[src/rtl/aclink_in_pkg.sv]
package aclink_in_pkg;
    localparam int TAG_W     = 16;
    localparam int SLOT_W    = 20;
    localparam int NUM_SLOTS = 12;
    localparam int FRAME_W   = TAG_W + NUM_SLOTS * SLOT_W;
    localparam int IDX_W     = 7;
    localparam int RDATA_W   = 16;
    localparam int REQ_W     = 10;
    localparam int REQ_LSB   = 2;
    localparam int USED_SLOTS = 4;

    typedef logic [SLOT_W-1:0]  slot_t;
    typedef logic [TAG_W-1:0]   tag_t;
    typedef logic [FRAME_W-1:0] frame_t;

    typedef struct packed {
        logic               ready;
        logic [IDX_W-1:0]   idx;
        logic [RDATA_W-1:0] data;
        logic               valid;
        logic [REQ_W-1:0]   req;
    } status_t;

    // tag slot: ready flag on top, one valid flag per data slot below it
    function automatic tag_t make_tag(logic ready, logic [NUM_SLOTS-1:0] valid);
        tag_t t;
        t = '0;
        t[TAG_W-1] = ready;
        t[TAG_W-2 -: NUM_SLOTS] = valid;
        return t;
    endfunction

    // slot 1: index echo gated by tag, request bits always present
    function automatic slot_t make_addr_slot(status_t s);
        slot_t r;
        r = '0;
        if (s.valid) r[SLOT_W-2 -: IDX_W] = s.idx;
        r[REQ_LSB+REQ_W-1 -: REQ_W] = s.req;
        return r;
    endfunction

    // slot 2: read data left-justified, blank when untagged
    function automatic slot_t make_data_slot(status_t s);
        slot_t r;
        r = '0;
        if (s.valid) r[SLOT_W-1 -: RDATA_W] = s.data;
        return r;
    endfunction
endpackage

[src/rtl/aclink_sync_detect.sv]
module aclink_sync_detect (
    input  logic ser_clk,
    input  logic rst,
    input  logic frame_sync,
    output logic start
);
    logic sync_q;

    // strobe is sampled on the falling edge, half a bit after it changes
    always_ff @(negedge ser_clk) begin
        if (rst) begin
            sync_q <= 1'b0;
            start  <= 1'b0;
        end else begin
            sync_q <= frame_sync;
            start  <= frame_sync & ~sync_q;
        end
    end
endmodule

[src/rtl/aclink_frame_builder.sv]
module aclink_frame_builder
    import aclink_in_pkg::*;
#(
    parameter int ADC_W = 18
) (
    input  status_t          st,
    input  logic [ADC_W-1:0] left,
    input  logic             left_ok,
    input  logic [ADC_W-1:0] right,
    input  logic             right_ok,
    output frame_t           frame
);
    localparam int DATA_BASE = FRAME_W - TAG_W;

    slot_t                slots [NUM_SLOTS];
    logic [NUM_SLOTS-1:0] tags;

    function automatic slot_t justify(logic [ADC_W-1:0] s, logic ok);
        slot_t r;
        r = '0;
        if (ok) r[SLOT_W-1 -: ADC_W] = s;
        return r;
    endfunction

    always_comb begin
        for (int k = 0; k < NUM_SLOTS; k++) slots[k] = '0;
        slots[0] = make_addr_slot(st);
        slots[1] = make_data_slot(st);
        slots[2] = justify(left, left_ok);
        slots[3] = justify(right, right_ok);
    end

    always_comb begin
        tags = '0;
        tags[NUM_SLOTS-1] = st.valid;
        tags[NUM_SLOTS-2] = st.valid;
        tags[NUM_SLOTS-3] = left_ok;
        tags[NUM_SLOTS-4] = right_ok;
    end

    assign frame[FRAME_W-1 -: TAG_W] = make_tag(st.ready, tags);

    for (genvar k = 0; k < NUM_SLOTS; k++) begin : g_slot
        assign frame[DATA_BASE-1-k*SLOT_W -: SLOT_W] = slots[k];
    end
endmodule

[src/rtl/aclink_shift_out.sv]
module aclink_shift_out #(
    parameter int W = 256
) (
    input  logic         ser_clk,
    input  logic         rst,
    input  logic         load,
    input  logic [W-1:0] frame,
    output logic         ser_out
);
    logic [W-1:0] sh;

    // MSB leaves first; zeros fill in behind so the line idles low
    always_ff @(posedge ser_clk) begin
        if (rst)       sh <= '0;
        else if (load) sh <= frame;
        else           sh <= {sh[W-2:0], 1'b0};
    end

    assign ser_out = sh[W-1];
endmodule

[src/rtl/aclink_in_serializer.sv]
module aclink_in_serializer
    import aclink_in_pkg::*;
#(
    parameter int ADC_W = 18
) (
    input  logic             ser_clk,
    input  logic             rst,
    input  logic             frame_sync,
    input  logic             dev_ready,
    input  logic [6:0]       reg_idx,
    input  logic [15:0]      reg_data,
    input  logic             reg_valid,
    input  logic [9:0]       rate_req,
    input  logic [ADC_W-1:0] rec_left,
    input  logic             rec_left_valid,
    input  logic [ADC_W-1:0] rec_right,
    input  logic             rec_right_valid,
    output logic             ser_out
);
    logic    start_w;
    status_t st;
    frame_t  frame_w;

    always_comb begin
        st.ready = dev_ready;
        st.idx   = reg_idx;
        st.data  = reg_data;
        st.valid = reg_valid;
        st.req   = rate_req;
    end

    aclink_sync_detect sync_i (
        .ser_clk   (ser_clk),
        .rst       (rst),
        .frame_sync(frame_sync),
        .start     (start_w)
    );

    aclink_frame_builder #(.ADC_W(ADC_W)) build_i (
        .st      (st),
        .left    (rec_left),
        .left_ok (rec_left_valid),
        .right   (rec_right),
        .right_ok(rec_right_valid),
        .frame   (frame_w)
    );

    aclink_shift_out #(.W(FRAME_W)) shift_i (
        .ser_clk(ser_clk),
        .rst    (rst),
        .load   (start_w),
        .frame  (frame_w),
        .ser_out(ser_out)
    );
endmodule

[config.mk]
export PLATFORM = sky130hd
export DESIGN_NAME = aclink_in_serializer
export DESIGN_NICKNAME = d
export VERILOG_FILES = /design/src/rtl/aclink_in_pkg.sv /design/src/rtl/aclink_sync_detect.sv /design/src/rtl/aclink_frame_builder.sv /design/src/rtl/aclink_shift_out.sv /design/src/rtl/aclink_in_serializer.sv
export SDC_FILE = /design/constraint.sdc
export NUM_CORES = 1
export LEC_CHECK = 0
export BUFFER_PORTS_ARGS = -buffer_cell sky130_fd_sc_hd__buf_2
export CORE_MARGIN = 3
export CORE_UTILIZATION = 50
export DETAILED_ROUTE_END_ITERATION = 6
export PLACE_DENSITY = 0.81
export SETUP_SLACK_MARGIN = 0.15
export SLEW_MARGIN = 20
export SYNTH_ARGS = -nofsm -noshare
export SYNTH_HDL_FRONTEND = slang
export SYNTH_SLANG_ARGS = --single-unit
[constraint.sdc]
create_clock -name ser_clk -period 1.7 [get_ports ser_clk]
set_input_delay 0.425 -clock ser_clk [delete_from_list [all_inputs] [get_ports ser_clk]]
set_output_delay 0.425 -clock ser_clk [all_outputs]
set_load 0.01 [all_outputs]
==> summary.txt <==
Outcome
  • Status: finished with violations
  • Failing checks: setup timing

Yosys
  • Seq cells post-synth: 96
  • Synth cell types: 18
  • Post-Syn Nets: 312
  • Synth Cell Area: between 0.003 and 0.004 mm^2
  • Post-Syn Instances: between 200 and 250
  • Ys Warns: 0
  • Sequential area share after synthesis: around 64%
  • Synth Area per Inst: 12.8 um^2

Pwr
  • Combinational share of power: ~6.7%
  • Power Density: 1140 mW/mm^2
  • Seq pwr share: 54.6%
  • VDD IR max: between 700 and 800 uV
  • Switch Pwr: 0.891 mW
  • Sw Ratio: a little over a fifth
  • Leakage: 1.54 nW
  • Clock share of power: 38.8%
  • Internal: 3.36 mW

Global routing
  • Antenna violations before repair: 0
  • Pin count of the biggest net entering global routing: 46
  • GRT overflow: 0
  • First-pass GRT wire length: 9.36 mm
  • Global Route Usage Sum: roughly 17%
  • Number of global-route vias before repair: 2031

Drt
  • Total Wirelength: 5.73 mm
  • Initial DRC count: between 100 and 150
  • # DRC: 0
  • DR vias: 2083
  • Initial DRT Pass Iterations: 4
  • Drt via density: 5.40
  • Wire per inst: 14.8 um
  • ANT nets after route: 0

Placed design
  • RePlAce Congestion: 0.698
  • Post-DP HPWL: 3.56 mm
  • I/O Buffers: 76
  • Post-placement cell area: roughly 0.0035 mm^2

Die
  • Starting Density: 53.2%
  • Core Rows: 27
  • Ports: 77
  • Die ar.: about 0.007 mm^2
  • Die Y: between 80 and 90 um
  • DIE WIDTH: 83.7 um
  • Area of the core region: roughly 0.0057 mm^2

Timing
  • Setup TNS: -17.88 ns
  • Actual slew at the worst max-slew pin: 0.476 ns
  • Max-Slew Margin vs Limit: 68.3%
  • RSZ-0062 raised after global routing: yes
  • Final hold violation count: 0
  • Setup-failing EPs final: 94
  • Final worst slack: -0.234 ns
  • Clk_skew: 0.0397 ns
  • Final Max Tran Viols: 0

Clock network
  • TritonCTS Sinks: 96
  • TritonCTS clock tree: built
  • Reg clk slew, reported paths: 0.09 ns
  • Cts hold-fix bufs: 0
  • Clock root cell: clkbuf_8
  • Inserted Clock Buffers: 9
  • H-tree levels: 3
  • Clk buf depth: 2
  • Clk Latency, worst-skew pair: 0.38 ns

Job
  • Maxcap violations: 0

Worst setup path
  • Setup crit end kind: register
  • Worst-path maximum fanout: 45
  • WP data arrival: 2.22 ns
  • Kind of critical path: reg -> reg
  • Critical path launch point type: register
  • WP data required: slightly below 2 ns

Final layout
  • Most frequent cells in the layout: dfxtp_1 (95), buf_2 (76), a32o_1 (58)
  • Layout cells sized above 1: 36.0%
  • NumNets Final: 385
  • # fillers: 442
  • N_diodes: 0
  • Most common cell after layout, fill and taps aside: dfxtp_1
  • Final instance area: 0.00374 mm^2
  • Syn-to-layout area delta: 24.0%

Hold path
  • Hold WC Path Type: in -> reg
-- state kept, by name, summed over array words and instances, names as in the netlist --
signal         cells
sync_i.sync_q      1
shift_i.sh        94
sync_i.start       1
-- worst paths after layout --
kind	slack, ns	depth (start not counted)	start	endpoint
worst min register to register	0.38	1	sync_i.sync_q	sync_i.start
worst max-delay path	-0.23	4	sync_i.start	shift_i.sh[178]
worst min-delay path	0.31	3	rate_req[4]	shift_i.sh[226]
worst max register to register	-0.23	4	sync_i.start	shift_i.sh[178]
-- cell usage after synthesis --
library cell,count,area share [%]
dfxtp_1,96,64
and2_1,20,4.1
nand2_1,1,0.12
buf_4,2,0.50
nor2b_4,1,0.46
nor2b_1,2,0.41
nand2b_1,2,0.41
nor2_1,13,1.6
buf_6,4,1.5
inv_1,1,0.12
buf_1,3,0.37
mux2i_1,13,4.3
nor2_2,1,0.21
a21oi_1,2,0.33
a32o_1,58,19
buf_2,9,1.5
and3_1,1,0.21
clkbuf_1,7,0.87
-- layer usage --
metal	global-route usage [%]	wire [um]	part of all wire (%)
met1	20.9	2470	43
met2	25.7	2730	48
met4	8.33	113	2.0
met3	6.02	412	7.2
met5	0	0	0
-- critical path, cell delays in order (launching register included) --
cell     delay [ns]
dfxtp_2        0.33
buf_6          0.12
nor2_4         0.14
buf_12         0.24
a32o_1         0.16
-- cell type report --
class / instances / area [um^2] / area share (%)
sequential: 96 / 1920 / 51.4
multi-input combinational: 114 / 988 / 26.4
timing repair buffer: 86 / 504 / 13.5
clock buffer: 11 / 151 / 4.04
tap: 72 / 90.1 / 2.41
clock inverter: 7 / 86.3 / 2.31
-- power by group through the flow --
stage / clock, mW / combinational, mW / sequential (mW)
after floorplan: 0.0111 / 0.151 / 2.37
after global placement: 0.0111 / 0.264 / 2.37
after detailed placement: 0.0111 / 0.270 / 2.37
after CTS: 1.69 / 0.280 / 2.32
after global routing: 1.81 / 0.309 / 2.33
final: 1.65 / 0.283 / 2.32
-- cells by family after synthesis --
kind of cell / Yosys count / synth area share, %
mux: 13 / 4.31
simple gates: 41 / 7.59
compound gates: 60 / 19.6
flops: 96 / 63.7
buf+inv: 26 / 4.85
-- per-stage QoR --
step                      hold WS [ns]  worst slack, ns  total power, mW  cells  util, %
final                            0.307           -0.234             4.25    386     66.0
after global routing             0.290           -0.274             4.45    386     66.0
after CTS                        0.287           -0.226             4.29    386     65.8
after detailed placement         0.382           -0.212             2.65    368     60.9
after global placement           0.374           -0.166             2.64    368     60.9
after floorplan                  0.367           -0.376             2.53    236        -
-- what timing repair did --
action	in CTS	in global routing
pin swaps	3	1
hold endpoints to repair	0	0
setup endpoints to repair	94	94
gates resized for setup	8	4
gates cloned	0	0
setup buffers	1	0
Power figures use the tool's default switching activity.
